**config.mk**
```make
export PLATFORM = sky130hd
export DESIGN_NAME = dual_bank_strobe
export DESIGN_NICKNAME = d
export VERILOG_FILES = /design/src/rtl/dual_bank_strobe_pkg.sv /design/src/rtl/dual_bank_strobe_ctrl.sv /design/src/rtl/dual_bank_strobe_dp.sv /design/src/rtl/dual_bank_strobe.sv
export SDC_FILE = /design/constraint.sdc
export NUM_CORES = 1
export LEC_CHECK = 0
export ABC_AREA = 1
export BUFFER_PORTS_ARGS = -buffer_cell sky130_fd_sc_hd__buf_2
export CELL_PAD_IN_SITES_DETAIL_PLACEMENT = 1
export CELL_PAD_IN_SITES_GLOBAL_PLACEMENT = 1
export CORE_AREA = 2 2 105 81
export CTS_BUF_LIST = sky130_fd_sc_hd__clkbuf_4 sky130_fd_sc_hd__clkbuf_8 sky130_fd_sc_hd__clkbuf_16
export DETAILED_ROUTE_END_ITERATION = 10
export DIE_AREA = 0 0 107 83
export PLACE_DENSITY = 0.87
export SLEW_MARGIN = 10
export SYNTH_ARGS = -nofsm -noshare
export SYNTH_HDL_FRONTEND = slang
export SYNTH_SLANG_ARGS = --single-unit
```
**constraint.sdc**
```tcl
create_clock -name clk -period 1.9 [get_ports clk]
set_input_delay 0.38 -clock clk [delete_from_list [all_inputs] [get_ports clk]]
set_output_delay 0.38 -clock clk [all_outputs]
set_load 0.02 [all_outputs]
```
**src/rtl/dual_bank_strobe_pkg.sv**
```systemverilog
package dual_bank_strobe_pkg;

  typedef enum logic [1:0] {
    PH_IDLE    = 2'd0,
    PH_GAP     = 2'd1,
    PH_ACCESS  = 2'd2,
    PH_RELEASE = 2'd3
  } phase_t;

  typedef struct packed {
    logic bankOn;   // selected bank enable active
    logic oeOn;     // output enable active
    logic weOn;     // write enable active
    logic driveOn;  // drive data bus
    logic capture;  // sample read data this cycle
    logic load;     // latch a new request
  } strobe_t;

endpackage

```
**src/rtl/dual_bank_strobe_ctrl.sv**
```systemverilog
module dual_bank_strobe_ctrl
  import dual_bank_strobe_pkg::*;
#(
  parameter int PULSE_CYC = 3
) (
  input  logic       clk,
  input  logic       rstN,
  input  logic       reqValid,
  input  logic [1:0] reqBankSel,
  input  logic       curFlash,
  input  logic       curWrite,
  output logic       reqReady,
  output logic       reqError,
  output strobe_t    strobe
);

  localparam int CNT_W = $clog2(PULSE_CYC + 1);
  localparam logic [CNT_W-1:0] CNT_LOAD = CNT_W'(PULSE_CYC - 1);
  localparam logic [CNT_W-1:0] CNT_FULL = CNT_W'(PULSE_CYC);

  phase_t           phase;
  logic [CNT_W-1:0] cnt;
  logic             selOk;
  logic             accept;
  logic             reject;
  logic             errReg;

  assign reqReady = (phase == PH_IDLE) || (phase == PH_RELEASE);
  assign selOk    = reqBankSel[0] ^ reqBankSel[1];
  assign accept   = reqValid && reqReady && selOk;
  assign reject   = reqValid && reqReady && !selOk;
  assign reqError = errReg;

  always_ff @(posedge clk) begin
    if (!rstN) begin
      phase  <= PH_IDLE;
      cnt    <= '0;
      errReg <= 1'b0;
    end else begin
      errReg <= reject;
      unique case (phase)
        PH_IDLE: begin
          if (accept) begin
            phase <= PH_ACCESS;
            cnt   <= CNT_LOAD;
          end
        end
        PH_GAP: phase <= PH_ACCESS;
        PH_ACCESS: begin
          if (cnt == '0) phase <= PH_RELEASE;
          else           cnt   <= cnt - 1'b1;
        end
        PH_RELEASE: begin
          if (accept) begin
            phase <= (reqBankSel[1] != curFlash) ? PH_GAP : PH_ACCESS;
            cnt   <= CNT_LOAD;
          end else begin
            phase <= PH_IDLE;
          end
        end
        default: phase <= PH_IDLE;
      endcase
    end
  end

  always_comb begin
    strobe.bankOn  = (phase == PH_ACCESS) || (phase == PH_RELEASE);
    strobe.oeOn    = (phase == PH_ACCESS) && !curWrite;
    strobe.weOn    = (phase == PH_ACCESS) && curWrite;
    strobe.driveOn = strobe.bankOn && curWrite;
    strobe.capture = (phase == PH_ACCESS) && !curWrite && (cnt == '0);
    strobe.load    = accept;
  end

  // Checker state: length of the current write-enable pulse.
  logic [CNT_W-1:0] weCnt;
  always_ff @(posedge clk) begin
    if (!rstN)            weCnt <= '0;
    else if (strobe.weOn) weCnt <= (weCnt == CNT_FULL) ? weCnt : weCnt + 1'b1;
    else                  weCnt <= '0;
  end

  // each write pulse lasts exactly PULSE_CYC cycles
  p_we_width_r4: assert property (@(posedge clk) disable iff (!rstN)
    (!strobe.weOn && $past(strobe.weOn)) |-> (weCnt == CNT_FULL));

  // a refused request leaves the bank idle
  p_error_quiet_r2: assert property (@(posedge clk) disable iff (!rstN)
    reqError |-> (!strobe.bankOn && reqReady));

  // no new access begins while the strobe or gap is under way
  p_busy_hold_r9: assert property (@(posedge clk) disable iff (!rstN)
    (phase == PH_ACCESS && cnt != '0) |=> (phase == PH_ACCESS));

endmodule

```
**src/rtl/dual_bank_strobe_dp.sv**
```systemverilog
module dual_bank_strobe_dp
  import dual_bank_strobe_pkg::*;
#(
  parameter int ADDR_W = 18,
  parameter int DATA_W = 16
) (
  input  logic              clk,
  input  logic              rstN,
  input  strobe_t           strobe,
  input  logic              newFlash,
  input  logic              newWrite,
  input  logic [1:0]        newByteEn,
  input  logic [ADDR_W-1:0] newAddr,
  input  logic [DATA_W-1:0] newWdata,
  input  logic [DATA_W-1:0] memDin,
  output logic              curFlash,
  output logic              curWrite,
  output logic [ADDR_W-1:0] memAddr,
  output logic [DATA_W-1:0] memDout,
  output logic              memDriveEn,
  output logic              memSramEnN,
  output logic              memFlashEnN,
  output logic              memOutEnN,
  output logic              memWrEnN,
  output logic              memUpperN,
  output logic              memLowerN,
  output logic [DATA_W-1:0] rdData,
  output logic              rdValid
);

  localparam int LANES = 2;

  logic [LANES-1:0]  latByteEn;
  logic [ADDR_W-1:0] latAddr;
  logic [DATA_W-1:0] latWdata;
  logic [LANES-1:0]  laneN;

  always_ff @(posedge clk) begin
    if (!rstN) begin
      curFlash  <= 1'b0;
      curWrite  <= 1'b0;
      latByteEn <= '0;
      latAddr   <= '0;
      latWdata  <= '0;
      rdData    <= '0;
      rdValid   <= 1'b0;
    end else begin
      if (strobe.load) begin
        curFlash  <= newFlash;
        curWrite  <= newWrite;
        latByteEn <= newByteEn;
        latAddr   <= newAddr;
        latWdata  <= newWdata;
      end
      rdValid <= strobe.capture;
      if (strobe.capture) rdData <= memDin;
    end
  end

  // One strobe per byte lane; lanes act only on the SRAM bank.
  for (genvar g = 0; g < LANES; g++) begin : g_lane
    assign laneN[g] = ~(strobe.bankOn & ~curFlash & latByteEn[g]);
  end

  assign memLowerN   = laneN[0];
  assign memUpperN   = laneN[1];
  assign memSramEnN  = ~(strobe.bankOn & ~curFlash);
  assign memFlashEnN = ~(strobe.bankOn & curFlash);
  assign memOutEnN   = ~strobe.oeOn;
  assign memWrEnN    = ~strobe.weOn;
  assign memDriveEn  = strobe.driveOn;
  assign memAddr     = latAddr;
  assign memDout     = latWdata;

  // bank enables exclusive
  p_bank_excl_r2: assert property (@(posedge clk) disable iff (!rstN)
    !(!memSramEnN && !memFlashEnN));

  // entering one bank requires the other to have been idle last cycle
  p_switch_gap_r7: assert property (@(posedge clk) disable iff (!rstN)
    (!memFlashEnN |-> $past(memSramEnN)) and (!memSramEnN |-> $past(memFlashEnN)));

  // output enable never with write enable
  p_read_we_r3: assert property (@(posedge clk) disable iff (!rstN)
    !memOutEnN |-> memWrEnN);

  // no bus drive while outputs are enabled
  p_drive_oe_r6: assert property (@(posedge clk) disable iff (!rstN)
    memDriveEn |-> memOutEnN);

  // byte strobes stay high on flash accesses
  p_lane_flash_r5: assert property (@(posedge clk) disable iff (!rstN)
    !memFlashEnN |-> (memUpperN && memLowerN));

endmodule

```
**src/rtl/dual_bank_strobe.sv**
```systemverilog
module dual_bank_strobe
  import dual_bank_strobe_pkg::*;
#(
  parameter int ADDR_W    = 18,
  parameter int DATA_W    = 16,
  parameter int PULSE_CYC = 3
) (
  input  logic              clk,
  input  logic              rstN,
  input  logic              reqValid,
  input  logic              reqWrite,
  input  logic [1:0]        reqBankSel,
  input  logic [1:0]        reqByteEn,
  input  logic [ADDR_W-1:0] reqAddr,
  input  logic [DATA_W-1:0] reqWdata,
  output logic              reqReady,
  output logic              reqError,
  input  logic [DATA_W-1:0] memDin,
  output logic [ADDR_W-1:0] memAddr,
  output logic [DATA_W-1:0] memDout,
  output logic              memDriveEn,
  output logic              memSramEnN,
  output logic              memFlashEnN,
  output logic              memOutEnN,
  output logic              memWrEnN,
  output logic              memUpperN,
  output logic              memLowerN,
  output logic [DATA_W-1:0] rdData,
  output logic              rdValid
);

  strobe_t strobe;
  logic    curFlash;
  logic    curWrite;

  dual_bank_strobe_ctrl #(.PULSE_CYC(PULSE_CYC)) uCtrl (
    .clk        (clk),
    .rstN       (rstN),
    .reqValid   (reqValid),
    .reqBankSel (reqBankSel),
    .curFlash   (curFlash),
    .curWrite   (curWrite),
    .reqReady   (reqReady),
    .reqError   (reqError),
    .strobe     (strobe)
  );

  dual_bank_strobe_dp #(.ADDR_W(ADDR_W), .DATA_W(DATA_W)) uDp (
    .clk         (clk),
    .rstN        (rstN),
    .strobe      (strobe),
    .newFlash    (reqBankSel[1]),
    .newWrite    (reqWrite),
    .newByteEn   (reqByteEn),
    .newAddr     (reqAddr),
    .newWdata    (reqWdata),
    .memDin      (memDin),
    .curFlash    (curFlash),
    .curWrite    (curWrite),
    .memAddr     (memAddr),
    .memDout     (memDout),
    .memDriveEn  (memDriveEn),
    .memSramEnN  (memSramEnN),
    .memFlashEnN (memFlashEnN),
    .memOutEnN   (memOutEnN),
    .memWrEnN    (memWrEnN),
    .memUpperN   (memUpperN),
    .memLowerN   (memLowerN),
    .rdData      (rdData),
    .rdValid     (rdValid)
  );

endmodule

```
## Word level (Yosys, flattened, before mapping)

Cells that the tools add are included.

| storage, ports and cells | value |
|---|---|
| register bits | 60 |
| latch bits | 0 |
| RAM bits | 0 |
| bits in read-only memories | 0 |
| output and inout port bits | 60 |
| logic and storage cells | 55 |
| memories | 0 |

| operators by class | value |
|---|---|
| add/sub/neg operators | 1 |
| multiply operators | 0 |
| div/mod/pow operators | 0 |
| order comparisons | 0 |
| equality and inequality tests | 8 |
| shift-type cells | 0 |
| mux-type cells | 7 |
| bitwise gates (word level) | 12 |
| reductions and logical operators | 17 |

Operator list:

| cell | count |
|---|---|
| 2-bit 2-to-1 mux | 5 |
| 2-bit case mux with 4 select lines | 1 |
| 1-bit logical AND | 7 |
| 1-bit NOT | 7 |
| 2-bit by 1-bit inequality test with 1-bit output, second input constant | 3 |
| 1-bit AND | 4 |
| 2-bit == test, second input constant | 2 |
| 2-bit logical NOT | 2 |
| 2-bit case mux with 2 select lines | 1 |
| 3-bit AND reduction | 1 |
| 2-bit by 1-bit == test with 1-bit output, second input constant | 1 |
| 1-bit logical NOT | 2 |
| 1-bit logical OR | 2 |
| 2-bit inequality test, second input constant | 1 |
| 2-bit AND reduction | 1 |
| 2-bit nonzero test | 1 |
| 2-bit OR reduction | 1 |
| 2-bit by 1-bit subtractor with 2-bit output, second input constant | 1 |
| 1-bit inequality test | 1 |
| 1-bit bitwise XOR | 1 |

## Logic depth before layout (Yosys ltp)

| logic depth | value |
|---|---|
| depth in word-level cells | 6 |
| depth in mapped cells | 11 |
| depth with buffers taken out | 10 |

## Hierarchy

Synthesis repeated with hierarchy kept, for this count alone.

| unflattened totals | value |
|---|---|
| cell total of the unflattened synthesis | 422 |
| area total of the unflattened synthesis | 2710.1 um2 |

By module, submodules not included:

| module | times used | cells each | area each (um2) |
|---|---|---|---|
| dual_bank_strobe_dp | 1 | 353 | 2258.4 |
| dual_bank_strobe_ctrl | 1 | 69 | 451.7 |

## Worst setup path before layout

OpenSTA, ideal clock, no wires.

| timing | value |
|---|---|
| kind | reg-to-reg |
| start | register uCtrl.phase[0] |
| end | register uCtrl.cnt[0] |
| library setup time | 0.109 ns |
| arrival | 1.424 ns |
| required time | 1.791 ns |
| setup slack | 0.367 ns |
| stages on the path, launching flop included | 12 |
| clock period less this slack | 1.533 ns |
| cells stage by stage | dfxtp_1 > inv_1 > ha_1 > nor2_2 > nand3_4 > inv_2 > buf_6 > nand2_1 > nand2_1 > nand2_1 > nand2_1 > inv_1 |

| between the ends | value |
|---|---|
| cells in the longest elaborated chain, start to end | 6 |
| elaborated cells between the ends (all ways) | 12 |

Ends and longest elaborated chain:

| what | RTL line | source |
|---|---|---|
| start, declared | dual_bank_strobe_ctrl.sv:21 | `phase_t phase;` |
| start signal, assigned | dual_bank_strobe_ctrl.sv:55 | `phase <= (reqBankSel[1] != curFlash) ? PH_GAP : PH_ACCESS;` |
| 2-bit == test / 2-bit logical NOT (equally long branches) | dual_bank_strobe_ctrl.sv:28, dual_bank_strobe_ctrl.sv:41 |  |
| 1-bit logical OR | dual_bank_strobe_ctrl.sv:28 | `assign reqReady = (phase == PH_IDLE) \|\| (phase == PH_RELEASE);` |
| 1-bit logical AND (2 in a row) | dual_bank_strobe_ctrl.sv:30 | `assign accept = reqValid && reqReady && selOk;` |
| 2-bit by 1-bit inequality test with 1-bit output (no source line) | -- |  |
| 3-bit AND reduction (no source line) | -- |  |
| end signal, assigned | dual_bank_strobe_ctrl.sv:51 | `else cnt <= cnt - 1'b1;` |
| end, declared | dual_bank_strobe_ctrl.sv:22 | `logic [CNT_W-1:0] cnt;` |

Several ways; a longest one is shown, not always the timed one.
A chain may end at the register's enable or synchronous reset.

## Final worst setup path

| timing | value |
|---|---|
| start | register uCtrl.phase[0] |
| end | output port memUpperN |

| between the ends | value |
|---|---|
| cells in the longest elaborated chain, start to end | 5 |
| elaborated cells between the ends (all ways) | 6 |

Ends and longest elaborated chain:

| what | RTL line | source |
|---|---|---|
| 2-bit == test | dual_bank_strobe_ctrl.sv:67 | `strobe.bankOn = (phase == PH_ACCESS) \|\| (phase == PH_RELEASE);` |
| 1-bit logical OR (*) | dual_bank_strobe_ctrl.sv:67 |  |
| 1-bit AND (*) (2 in a row) | dual_bank_strobe_dp.sv:62 | `assign laneN[g] = ~(strobe.bankOn & ~curFlash & latByteEn[g]);` |
| 1-bit NOT (*) | dual_bank_strobe_dp.sv:62 |  |
| end, declared | dual_bank_strobe.sv:26 | `output logic memUpperN,` |

Every way passes the cells marked *; elsewhere a longest branch is shown, timed or not.

==> reports/qor.csv <==
metric,value,unit
areaGrowthSynthToFinish,41.24,%
cp_top_family,flip-flops,
fmax,559.5,MHz
post_cts_buffers,0,
leakagePower,1.646,nW
finalPower,0.005221,W
rows,28,
cp.arrival,1.41,ns
hold_buffers,0,
die_w,107,um
cts-resized-gates,2,
yosysUniqueCellTypes,20,
tightest_slew,0.4057,ns
pwr-share-clk,24.8,%
grt_pass1_vias,2458,
slew_headroom,72.95,%
hold_violations,0,
critPathCaptureType,primary output,
cts_buffer_depth,2,
routed-via-count,2352,
fin_cells,535,
max-cap-violations,0,
nNetsFinal,488,
die-area,8881,um2
synth_top_area_cell,dfxtp_1,
switching_share,39.76,%
setup_violations,0,
ir_worst_vdd,0.0005288,V
drt_iter0_markers,46,
final_util,41.58,%
syn_area_per_cell,7.565,um2
core,7812,um2
drt_first_pass_iters,5,
start_util,29.44,%
yosysSeqAreaShare,52.23,%
antenna_found_initial,0,
cts_tree,yes,
combPwrFrac,40.4,%
final_antenna_net_count,0,
netlist_instances,304,
routedWlPerCell,13.03,um
start_kind,register,
dp.cells,519,
synth-seq-cells,60,
cts_buffers,9,
fp.dieH,83,um
gp_congestion,0.7587,
rsz0062_at_grt,false,
p_seq_share,34.8,%
status,finished clean,
power.density,1607,nW/um2
drc,0,
hpwl,5.291,mm
drv_slew,0,
crit_path_max_incr_delay,0.34,ns
crit_buf_inv,3,
fin_crit,1.787,ns
cpMostUsedCell,inv_1,
syn-cell-area,2300,um2
fin_crit_sh,94.07,%
grt_max_degree,26,
path_class,reg -> out,
grt_pass1_wl,11.52,mm
drive_above_1_share,35.58,%
p_switching,0.002076,W
antenna_cells,0,
htreeDepth,3,
ioPinCount,118,
p_int,0.003145,W
grt_use_total,16.33,%
ys_top_cells_by_area,"dfxtp_1 (52%), nor2_1 (18%), o21ai_0 (12%), nand2_1 (3.8%), ha_1 (2.7%)",
cts.sinks,60,
crit_path_top_delay_cell,dfxtp_2,
yosysTopAreaCellShare,52.23,%
grt.overflow.total,0,
cts-root-buf,clkbuf_8,
insertion_delay,0.33,ns
path_cells,inv_1 -> ha_2 -> nor2_2 -> inv_1 -> nand3_1 -> buf_2,
synth_nets,367,
via_per_inst,4.396,
path_clk_slew,0.07,ns
required,1.52,ns
tns,0,ns
yosys_warnings,0,
cp_max_fo,6,
drt-total-wl,6.972,mm
io_buffers,117,
min-delay-path-class,in -> reg,
finClkSkew,0.01132,ns
## through the flow
stage / cell area [um2] / setup slack [ns] / hold WS [ns]
floorplan: 2300 / 0.3675 / 0.4405
global placement: 3014 / 0.3087 / 0.4487
detailed placement: 3014 / 0.2292 / 0.4651
CTS: 3244 / 0.04013 / 0.2569
global route: 3248 / 0.002695 / 0.2775
finish: 3248 / 0.1128 / 0.2712
## layer usage
layer	wire (um)	part of all wire (%)	global-route usage, %	up-vias
li1	-	-	-	1193
met1	2919	42	17.95	1079
met2	3540	51	29.53	73
met3	434	6.2	5.416	7
met4	77	1.1	5.077	0
met5	0	0	0	-
## synthesized netlist by cell type
cell / n
buf_2: 6
o21ai_1: 1
nor2_1: 112
nor2_2: 1
nand2_2: 1
buf_6: 2
nand2_1: 23
o21ai_0: 53
inv_1: 15
nor2_4: 1
xor2_1: 1
nand3_1: 4
ha_1: 5
nand3_4: 1
or2_2: 1
inv_2: 3
a21oi_1: 5
clkbuf_1: 8
o21bai_1: 1
dfxtp_1: 60
## cell families after synthesis
logic type / synth area share [%]
AOI/OAI and AO/OA: 13.17
xor gates and xnor gates: 0.3809
DFF: 52.23
buffers and inverters: 6.529
adders and majority gates: 2.720
and+or+nand+nor: 24.97
## layout make-up
class / instances / area, um2
clock inverter: 4 / 72.57
multi-input combinational: 210 / 953.4
fill: 1013 / 4564
timing repair buffer: 126 / 668.1
sequential: 60 / 1202
tap: 105 / 131.4
clock buffer: 12 / 152.6
inverter: 18 / 67.56
## registers in the layout, summed over array words and instances (netlist names)
| name | count |
|---|---|
| uCtrl.cnt | 2 |
| uCtrl.phase | 2 |
| uCtrl.reqError | 1 |
| uDp.curFlash | 1 |
| uDp.curWrite | 1 |
| uDp.latByteEn | 2 |
| uDp.memAddr | 18 |
| uDp.memDout | 16 |
| uDp.rdData | 16 |
| uDp.rdValid | 1 |
## tightest hold or removal path: cells and delay by family
family	cells	cell delay, ns
simple gates	2	0.11
buf+inv	1	0.07
## worst paths after layout
| check | depth (start not counted) | startpoint | slack (ns) | to |
|---|---|---|---|---|
| setup / recovery | 6 | uCtrl.phase[0] | 0.11 | memUpperN |
| hold / removal | 3 | memDin[13] | 0.27 | uDp.rdData[13] |
| setup reg to reg | 8 | uCtrl.phase[1] | 0.20 | uDp.curFlash |
| hold reg to reg | 3 | uCtrl.cnt[0] | 0.47 | uCtrl.cnt[0] |
## power groups by stage
stage | registers (W) | logic (W) | clock network, W
finish | 0.00181 | 0.00211 | 0.00129
global route | 0.00186 | 0.00237 | 0.00139
CTS | 0.00182 | 0.00214 | 0.00134
detailed placement | 0.00184 | 0.00212 | 0
global placement | 0.00182 | 0.00205 | 0
floorplan | 0.00219 | 0.00104 | 0
## placed cells by master, fill, tap and decap left out, drive strengths merged
cell type	count
clkinv	1
nand3	5
or2	1
nand2	24
ha	5
bufinv	2
a21oi	5
dfxtp	60
buf	126
clkbuf	12
inv	18
nor2	114
o21bai	1
clkinvlp	1
o21ai	54
xor2	1
Note: power is estimated with default switching activity, not from simulation.
